<file path="src/rtl/spi_sck_pkg.sv">
package spi_sck_pkg;
  localparam int PSEL_W = 2;
  localparam int SSEL_W = 4;
  localparam int PVAL_W = 3;
  localparam int SVAL_W = 16;
  localparam int PER_W  = PVAL_W + SVAL_W;
  localparam int CNT_W  = PER_W - 1;

  function automatic logic [PVAL_W-1:0] presc_div(input logic [PSEL_W-1:0] sel);
    case (sel)
      2'd0:    return PVAL_W'(2);
      2'd1:    return PVAL_W'(3);
      2'd2:    return PVAL_W'(5);
      default: return PVAL_W'(7);
    endcase
  endfunction

  function automatic logic [SVAL_W-1:0] scale_div(input logic [SSEL_W-1:0] sel);
    if (sel < SSEL_W'(4)) return SVAL_W'({sel, 1'b0} + 2);
    return SVAL_W'(1) << sel;
  endfunction
endpackage

</file>
<file path="src/rtl/spi_sck_div_calc.sv">
module spi_sck_div_calc
  import spi_sck_pkg::*;
(
  input  logic [PSEL_W-1:0] presc_sel_i,
  input  logic [SSEL_W-1:0] scale_sel_i,
  input  logic              dbl_i,
  output logic [CNT_W-1:0]  act_m1_o,
  output logic [CNT_W-1:0]  rest_m1_o
);
  logic [PER_W-1:0] full_per, per;
  logic [CNT_W-1:0] act_len, rest_len;

  assign full_per = PER_W'(presc_div(presc_sel_i)) * PER_W'(scale_div(scale_sel_i));
  assign per      = dbl_i ? (full_per >> 1) : full_per;
  // active phase takes the floor, rest phase the remainder
  assign act_len  = CNT_W'(per >> 1);
  assign rest_len = CNT_W'(per - PER_W'(act_len));
  assign act_m1_o  = act_len - CNT_W'(1);
  assign rest_m1_o = rest_len - CNT_W'(1);

  always_comb begin
    AST_ACT_LE_REST: assert (act_len <= rest_len && act_len != '0);
  end
endmodule

</file>
<file path="src/rtl/spi_sck_timer.sv">
module spi_sck_timer
  import spi_sck_pkg::*;
(
  input  logic             clk_i,
  input  logic             rst_ni,
  input  logic             en_i,
  input  logic [CNT_W-1:0] act_m1_i,
  input  logic [CNT_W-1:0] rest_m1_i,
  output logic             phase_o,
  output logic             lead_o,
  output logic             trail_o
);
  logic             run_q, phase_q, lead_q, trail_q;
  logic [CNT_W-1:0] cnt_q;

  always_ff @(posedge clk_i or negedge rst_ni) begin
    if (!rst_ni) begin
      run_q   <= 1'b0;
      phase_q <= 1'b0;
      cnt_q   <= '0;
      lead_q  <= 1'b0;
      trail_q <= 1'b0;
    end else begin
      lead_q  <= 1'b0;
      trail_q <= 1'b0;
      if (!en_i) begin
        run_q   <= 1'b0;
        phase_q <= 1'b0;
        cnt_q   <= '0;
      end else if (!run_q) begin
        run_q <= 1'b1;
        cnt_q <= rest_m1_i;
      end else if (cnt_q == '0) begin
        phase_q <= ~phase_q;
        cnt_q   <= phase_q ? rest_m1_i : act_m1_i;
        lead_q  <= ~phase_q;
        trail_q <= phase_q;
      end else begin
        cnt_q <= cnt_q - CNT_W'(1);
      end
    end
  end

  assign phase_o = phase_q;
  assign lead_o  = lead_q;
  assign trail_o = trail_q;

  AST_IDLE_REST: assert property (@(posedge clk_i) disable iff (!rst_ni)
    !en_i |=> !phase_q && !lead_q && !trail_q);
  AST_FIRST_HALF_REST: assert property (@(posedge clk_i) disable iff (!rst_ni)
    $rose(run_q) |-> !phase_q);
  AST_STROBE_EXCL: assert property (@(posedge clk_i) disable iff (!rst_ni)
    !(lead_q && trail_q));
  AST_NO_STROBE_STOPPED: assert property (@(posedge clk_i) disable iff (!rst_ni)
    !run_q |-> !lead_q && !trail_q);
endmodule

</file>
<file path="src/rtl/spi_sck_gen.sv">
module spi_sck_gen
  import spi_sck_pkg::*;
(
  input  logic              clk_i,
  input  logic              rst_ni,
  input  logic              en_i,
  input  logic              cpol_i,
  input  logic              dbl_i,
  input  logic [PSEL_W-1:0] presc_sel_i,
  input  logic [SSEL_W-1:0] scale_sel_i,
  output logic              sck_o,
  output logic              lead_o,
  output logic              trail_o
);
  logic [CNT_W-1:0] act_m1, rest_m1;
  logic             phase;

  spi_sck_div_calc i_calc (
    .presc_sel_i (presc_sel_i),
    .scale_sel_i (scale_sel_i),
    .dbl_i       (dbl_i),
    .act_m1_o    (act_m1),
    .rest_m1_o   (rest_m1)
  );

  spi_sck_timer i_timer (
    .clk_i     (clk_i),
    .rst_ni    (rst_ni),
    .en_i      (en_i),
    .act_m1_i  (act_m1),
    .rest_m1_i (rest_m1),
    .phase_o   (phase),
    .lead_o    (lead_o),
    .trail_o   (trail_o)
  );

  assign sck_o = cpol_i ^ phase;

  AST_LEAD_MARKS_RISE: assert property (@(posedge clk_i) disable iff (!rst_ni)
    $rose(phase) |-> lead_o);
  AST_TRAIL_MARKS_FALL: assert property (@(posedge clk_i) disable iff (!rst_ni)
    trail_o |-> !phase && $past(phase));
endmodule

</file>
<file path="config.mk">
export PLATFORM = sky130hd
export DESIGN_NAME = spi_sck_gen
export DESIGN_NICKNAME = d
export VERILOG_FILES = /design/src/rtl/spi_sck_pkg.sv /design/src/rtl/spi_sck_div_calc.sv /design/src/rtl/spi_sck_timer.sv /design/src/rtl/spi_sck_gen.sv
export SDC_FILE = /design/constraint.sdc
export NUM_CORES = 1
export LEC_CHECK = 0
export CAP_MARGIN = 25
export CORE_MARGIN = 2
export CORE_UTILIZATION = 39
export DETAILED_ROUTE_END_ITERATION = 12
export GPL_ROUTABILITY_DRIVEN = 0
export PLACE_DENSITY = 0.54
export SETUP_SLACK_MARGIN = 0.05
export SYNTH_ARGS = -nofsm -noshare
export SYNTH_HDL_FRONTEND = slang
export SYNTH_SLANG_ARGS = --single-unit
</file>
<file path="constraint.sdc">
create_clock -name clk_i -period 3.7 [get_ports clk_i]
set_input_delay 0.74 -clock clk_i [delete_from_list [all_inputs] [get_ports clk_i]]
set_output_delay 0.74 -clock clk_i [all_outputs]
set_load 0.01 [all_outputs]
</file>
==> run metrics, run 1 <==
Ys Warns 0; CTS sink cnt 22; Starting DRT DRC Count 275; asr flop ratio synth 1.000; Area Growth Syn to Fin 58.87%; die outline height 112.8 um; Setup CP Type input pin to flip-flop; row count 39; Synth top area share 0.1410; leading area contributor after synthesis ha_1; Post-synth EDFFs 0; CP endpoint kind flip-flop; Worst Path Required 3.81 ns; first-pass GRT wire length 22,900 um; met1 usage 0.2624; total of max-cap violations 0; Slew Limit Headroom 0.5010; RSZ-0062 raised after global routing yes; GRT Total Usage 0.2124; startpoint types input pin; outcome finished, violations left; via/cell ratio 5.302; syn_area_per_cell between 7 and 8 um^2; clock-pin slew on the worst setup and hold paths 0.06 ns; count of cell types in the netlist 76; CTS root buf clkbuf_16; critical path fanouts, max 6; Final Slew Violations 0; Fin Hold WS 0.6416 ns; Worst Tran Pin Value 0.7485 ns; GRT overflow 0; crit path DAT 5.53 ns; Filler cells approximately 940; H-Tree Depth 1; insertion delay of the later-clocked pin in the worst-skew pair ~0.26 ns; PwrDens 262.3 nW/um^2; DIE AREA 12,720 um^2; nets@finish 883; WL/cell 14.79 um; GRT busiest layer met2; Initial DRT Pass Iterations 4; top area cells in the synthesized netlist ha_1 14%, dfrtp_1 12%, fa_1 6.9%, xnor2_1 6.1%, inv_1 5.0%; DRC Markers 0; I/O Buffers 13; FF+latch count, synth 22; cts bufs inserted 3; hpwl dp between 10,000 and 15,000 um; Max IR drop VDD roughly 500 uV; PnR worst setup slack -1.719 ns; Fin. Hold Viols 0; initial antenna violation count 0; Synth Cell Area 4614 um^2; layout cells sized above 1 0.4327; antenna viol nets, final 0; Worst Skew 0.001068 ns; crit share post-route 1.465; Leak 3.430 nW; Synth Flop Type dfrtp_1; Core ar. 11,470 um^2; met3 Track Usage GR 0.01125; vias in the first global route 5,035; crit path time final roughly 5.4 ns; # setup viols final 15; failing checks setup timing; Synth Instances between 600 and 700; Vias approximately 5,000; met2 Use GR 0.3968; Syn Nets between 600 and 700; Initial Util 0.4024; chip width 112.8 um; total power between 1.5 and 2 mW; io pins 14; CTS tree yes; largest net degree at the start of global routing 20; class of the worst hold path flip-flop to flip-flop; CTS max path bufs 2; sequential area share after synthesis 0.1193; drt total wl 13,970 um; achievable frequency roughly 180 MHz; Antenna Cells 0
-- critical path, stage by stage --
cell      delay, ns
buf_8          0.10
ha_4           0.16
ha_4           0.21
nor2_4         0.07
a21oi_2        0.04
nor2_2         0.14
nand2_1        0.09
fa_1           0.52
inv_2          0.05
fa_2           0.34
a21o_1         0.23
a221oi_4       0.30
buf_6          0.16
xnor2_4        0.13
buf_6          0.13
a21oi_4        0.05
buf_6          0.13
ha_4           0.30
nand4_1        0.13
a31oi_4        0.23
nor3_2         0.08
nor3_2         0.18
o21ai_1        0.12
o211ai_1       0.13
a31oi_2        0.15
o211ai_1       0.27
mux2i_1        0.27
a211oi_2       0.09
-- cells in the mapped netlist (4+ instances only) --
cell type,instances
inv_1,61
nand2_1,61
ha_1,52
nor2_1,52
a21oi_1,32
xnor2_1,32
nand3_1,26
xor2_1,26
dfrtp_1,22
o21ai_0,20
clkbuf_1,18
fa_1,16
nor3_1,14
nand4_1,12
a221oi_1,9
o211ai_1,9
o22ai_1,9
and2_1,8
nor2b_1,8
mux2i_1,7
or3_1,7
a21o_1,6
nand2b_1,6
a31oi_1,5
o2111ai_1,5
and3_1,4
buf_1,4
or2_2,4
-- area by class of cell --
cell class              instances  area [um^2]  share of cell area
repair buffers                218         1747              0.2383
multi-input cells             497         4539              0.6192
clock buffers                   3        75.07             0.01024
inverters                      62        240.2             0.03277
well taps                     143        178.9             0.02441
flip-flops and latches         22        550.5             0.07510
-- report_power, final --
group	leakage [nW]	internal, mW	total (mW)	switching (mW)
Clock	0.0370	0.143	0.232	0.0888
Sequential	0.287	0.283	0.330	0.0474
Combinational	3.11	0.714	1.36	0.647
-- cell families (layout without fill, tap and decap cells) --
group,count (synthesis),count (layout),synth area share
flip-flops,22,22,0.1193
buffers and inverters,86,283,0.07104
XOR/XNOR,60,60,0.1171
AO/OA/AOI/OAI,140,140,0.2267
multiplexers,11,11,0.02793
other,2,2,0.001628
adder cells (fa/ha/maj),69,69,0.2126
AND/OR/NAND/NOR,215,215,0.2237
-- path summary, 6_finish.rpt --
path,to,slack (ns),start,cells after the start
hold reg to reg,i_timer.cnt_q[12]$_DFF_PN0_,0.64,i_timer.cnt_q[12]$_DFF_PN0_,3
hold / removal,i_timer.cnt_q[12]$_DFF_PN0_,0.64,i_timer.cnt_q[12]$_DFF_PN0_,3
setup reg to reg,i_timer.cnt_q[15]$_DFF_PN0_,0.59,i_timer.cnt_q[2]$_DFF_PN0_,9
min in group asynchronous,i_timer.cnt_q[0]$_DFF_PN0_,0.76,rst_ni,1
max in group asynchronous,i_timer.cnt_q[15]$_DFF_PN0_,2.52,rst_ni,2
setup / recovery,i_timer.cnt_q[17]$_DFF_PN0_,-1.72,scale_sel_i[1],28
-- flip-flops by register name, summed over array words and instances (netlist names) --
signal,count
i_timer.cnt_q,18
i_timer.phase_o,1
i_timer.lead_o,1
i_timer.trail_o,1
i_timer.run_q,1
-- layer usage --
layer | part of all wire | wire length, um
met5 | 0 | 0
met3 | 0.021 | 289
met2 | 0.52 | 7209
met4 | 0.025 | 343
met1 | 0.44 | 6130
-- stage by stage --
stage	instance area, um^2	utilization	setup WS [ns]	cells	TNS [ns]
6_report	7331	0.6393	-1.719	945	-16.39
2_1_floorplan	4858	-	-1.693	605	-15.77
3_5_place_dp	6294	0.5488	-2.490	900	-29.64
4_1_cts	7014	0.6117	-1.672	935	-16.06
3_3_place_gp	6266	0.5464	-2.364	899	-28.44
5_1_grt	7331	0.6393	-1.958	945	-20.31
-- cell usage in the layout, fill, tap and decap left out, types with 6 or more instances in the layout --
master	count
buf_4	189
nand2_1	59
inv_1	53
nor2_1	42
ha_1	35
xor2_1	22
dfrtp_1	22
nand3_1	21
xnor2_1	20
a21oi_1	19
ha_4	15
buf_6	15
fa_1	14
nand4_1	12
o21ai_0	12
nor3_1	11
xnor2_2	11
a21oi_2	10
o211ai_1	9
nor2_2	8
o22ai_1	8
o21ai_1	7
clkdlybuf4s50_1	7
inv_2	6
or3_1	6
-- what timing repair did --
item | 4_1_cts | 5_1_grt
gates cloned | 0 | 0
resized for setup | 100 | 43
hold buffers | 0 | 0
setup buffers | 34 | 10
endpoints found under the setup margin | 17 | 17
pin swaps | 68 | 38
Note: power is estimated with default switching activity, not from simulation.
==> inputs of run 2 (changes only) <==
--- a/config.mk
+++ b/config.mk
@@ -9,7 +9,6 @@
 export CORE_MARGIN = 2
 export CORE_UTILIZATION = 39
 export DETAILED_ROUTE_END_ITERATION = 12
-export GPL_ROUTABILITY_DRIVEN = 0
 export PLACE_DENSITY = 0.54
 export SETUP_SLACK_MARGIN = 0.05
 export SYNTH_ARGS = -nofsm -noshare
==> results of run 2 <==
Final layout, timing and power as in run 1 (identical DEF).
==> inputs of run 3 (changes only) <==
--- a/config.mk
+++ b/config.mk
@@ -6,10 +6,10 @@
 export NUM_CORES = 1
 export LEC_CHECK = 0
 export CAP_MARGIN = 25
-export CORE_MARGIN = 2
+export CORE_MARGIN = 5
 export CORE_UTILIZATION = 39
 export DETAILED_ROUTE_END_ITERATION = 12
-export PLACE_DENSITY = 0.54
+export PLACE_DENSITY_LB_ADDON = 0.15
 export SETUP_SLACK_MARGIN = 0.05
 export SYNTH_ARGS = -nofsm -noshare
 export SYNTH_HDL_FRONTEND = slang
==> run 3 against run 2 <==
  * The flow still finishes with violations (setup timing)
  * Power grew 4.4%
  * Clock-buffer cell count unchanged
  * Sequential power about the same
  * Utilization up 1.8 points
  * Worst hold slack gained 0.0014 ns
  * Flip-flop and latch count unchanged
  * Maximum frequency is 1.5% lower
  * Critical endpoint unchanged
  * Largest cell class unchanged
==> run metrics, run 3 (synthesis gave the netlist of run 1 again) <==
outcome finished, violations left; failing checks setup timing; Leak 3.460 nW; row count 39; Fin. Hold Viols 0; most frequent cells in the layout 178 x buf_4, 57 x nand2_1, 50 x inv_1; vias in the first global route 5,093; # setup viols final 16; commonest non-fill, non-tap cell in the layout buf_4; I/O Buffers 13; Biggest register i_timer.cnt_q; CTS max path bufs 2; Hold EP i_timer.cnt_q[12]$_DFF_PN0_; Initial Util 0.4007; startpoint types input pin; chip width about 120 um; Slew Limit Headroom 0.5383; met2 routed WL 7800 um; Placement Cell Area 6221 um^2; PwrDens 265.0 nW/um^2; CTS sink cnt 22; Setup CP Type input pin to flip-flop; cts bufs inserted 3; Antenna Cells 0; crit path time final 5.500 ns; Post-Route M1 WL 6289 um; DIE AREA 14,110 um^2; DRC Markers 0; CTS root buf clkbuf_16; hpwl dp approximately 10,000 um; initial antenna violation count 0; Hold Startpoint i_timer.cnt_q[12]$_DFF_PN0_; Place WS -2.582 ns; Starting DRT DRC Count about 260; total of max-cap violations 0; Filler cells 889; insertion delay of the later-clocked pin in the worst-skew pair 0.25 ns; R2R setup slack 0.72 ns; CTS Hold Bufs 0; gpl congestion slightly below 0.9; r2r endpoint i_timer.cnt_q[17]$_DFF_PN0_; CP endpoint kind flip-flop; DR top layer met4; Initial DRT Pass Iterations 4; Worst Tran Pin Value 0.6926 ns; CP startpoint scale_sel_i[1]; TNS Setup -17.44 ns; crit share post-route 1.487; cell area after layout roughly 7600 um^2; Final Slew Violations 0; via/cell ratio 5.340; Worst Skew around 0.0029 ns; clock-pin slew on the worst setup and hold paths 0.06 ns; RSZ-0062 raised after global routing yes; WHS Path Cells 3; worst reg2reg path depth 8; PnR worst setup slack -1.800 ns; total power around 2.0 mW; WL/cell 15.66 um; Worst Path Required 3.87 ns; Area Growth Syn to Fin 64.15%; GRT Total Usage 0.1887; critical path fanouts, max 3; Core ar. 11,520 um^2; nets@finish between 800 and 900; class of the worst hold path flip-flop to flip-flop; crit path DAT 5.67 ns; Reg2Reg Launch Point i_timer.cnt_q[6]$_DFF_PN0_; achievable frequency 181.8 MHz; Max IR drop VDD 173.9 uV; first-pass GRT wire length between 20,000 and 25,000 um; DR WL met3 309 um; io pins 14; GRT overflow 0; drt total wl 14,800 um; H-Tree Depth 1; layout cells sized above 1 0.4576; Vias 5,046; die outline height roughly 120 um; antenna viol nets, final 0; max reg flops 18; largest net degree at the start of global routing 23; CTS tree yes
## run 3: cell counts in the layout (fill, tap and decap cells not counted)
Identical to the previous run, type by type.
## run 3: area by class of cell
| type | instances | area [um^2] | share of cell area |
|---|---|---|---|
| timing repair buffer | 218 | 1780 | 0.2351 |
| multi-input combinational | 497 | 4747 | 0.6267 |
| tap | 143 | 178.9 | 0.02362 |
| inverter | 62 | 242.7 | 0.03204 |
| clock buffer | 3 | 75.07 | 0.009911 |
| sequential | 22 | 550.5 | 0.07268 |
## run 3: per-layer routing
layer,global-route usage,up-vias
li1,-,2521
met1,0.2364,2415
met2,0.3584,81
met3,0.007163,29
met4,0.03983,0
met5,0,-
## run 3: what timing repair did
item,CTS,global route
hold endpoints to repair,0,0
endpoints found under the setup margin,17,17
pin swaps,85,49
resized for setup,120,69
setup buffers,33,19
## run 3: worst max-delay path by stage
stage	to	slack, ns	cells past startpoint
final	i_timer.cnt_q[17]$_DFF_PN0_	-1.80	26
after global routing	i_timer.cnt_q[17]$_DFF_PN0_	-2.05	26
after CTS	i_timer.cnt_q[17]$_DFF_PN0_	-1.67	27
after detailed placement	i_timer.cnt_q[17]$_DFF_PN0_	-2.58	24
after global placement	i_timer.cnt_q[16]$_DFF_PN0_	-2.48	26
after floorplan	i_timer.cnt_q[16]$_DFF_PN0_	-1.69	26
## run 3: report_power, final
group          internal (mW)  switching [mW]
Combinational          0.756           0.696
Sequential             0.283          0.0477
Clock                  0.143          0.0816
Total                   1.18           0.826
## run 3: worst max-delay path, cell delays in order
cell	delay (ns)
buf_6	0.10
ha_4	0.16
ha_4	0.21
nor2_4	0.11
a21oi_2	0.04
nor2_2	0.14
nand2_1	0.09
fa_1	0.52
inv_2	0.05
fa_2	0.35
a21o_4	0.23
a221oi_4	0.29
buf_6	0.16
xnor2_4	0.09
mux2i_4	0.20
buf_6	0.14
ha_4	0.12
a21boi_4	0.20
nand2_4	0.08
a2111oi_4	0.39
o2111ai_2	0.18
a21boi_2	0.19
xor2_1	0.22
o221ai_1	0.18
a221o_1	0.33
a211oi_2	0.14
## run 3: stage by stage
stage | cells | utilization | hold WS, ns
after floorplan | 605 | - | 0.4444
after global placement | 893 | 0.5402 | 0.6409
after detailed placement | 893 | 0.5402 | 0.6428
after CTS | 929 | 0.6141 | 0.6350
after global routing | 945 | 0.6578 | 0.6638
final | 945 | 0.6578 | 0.6430
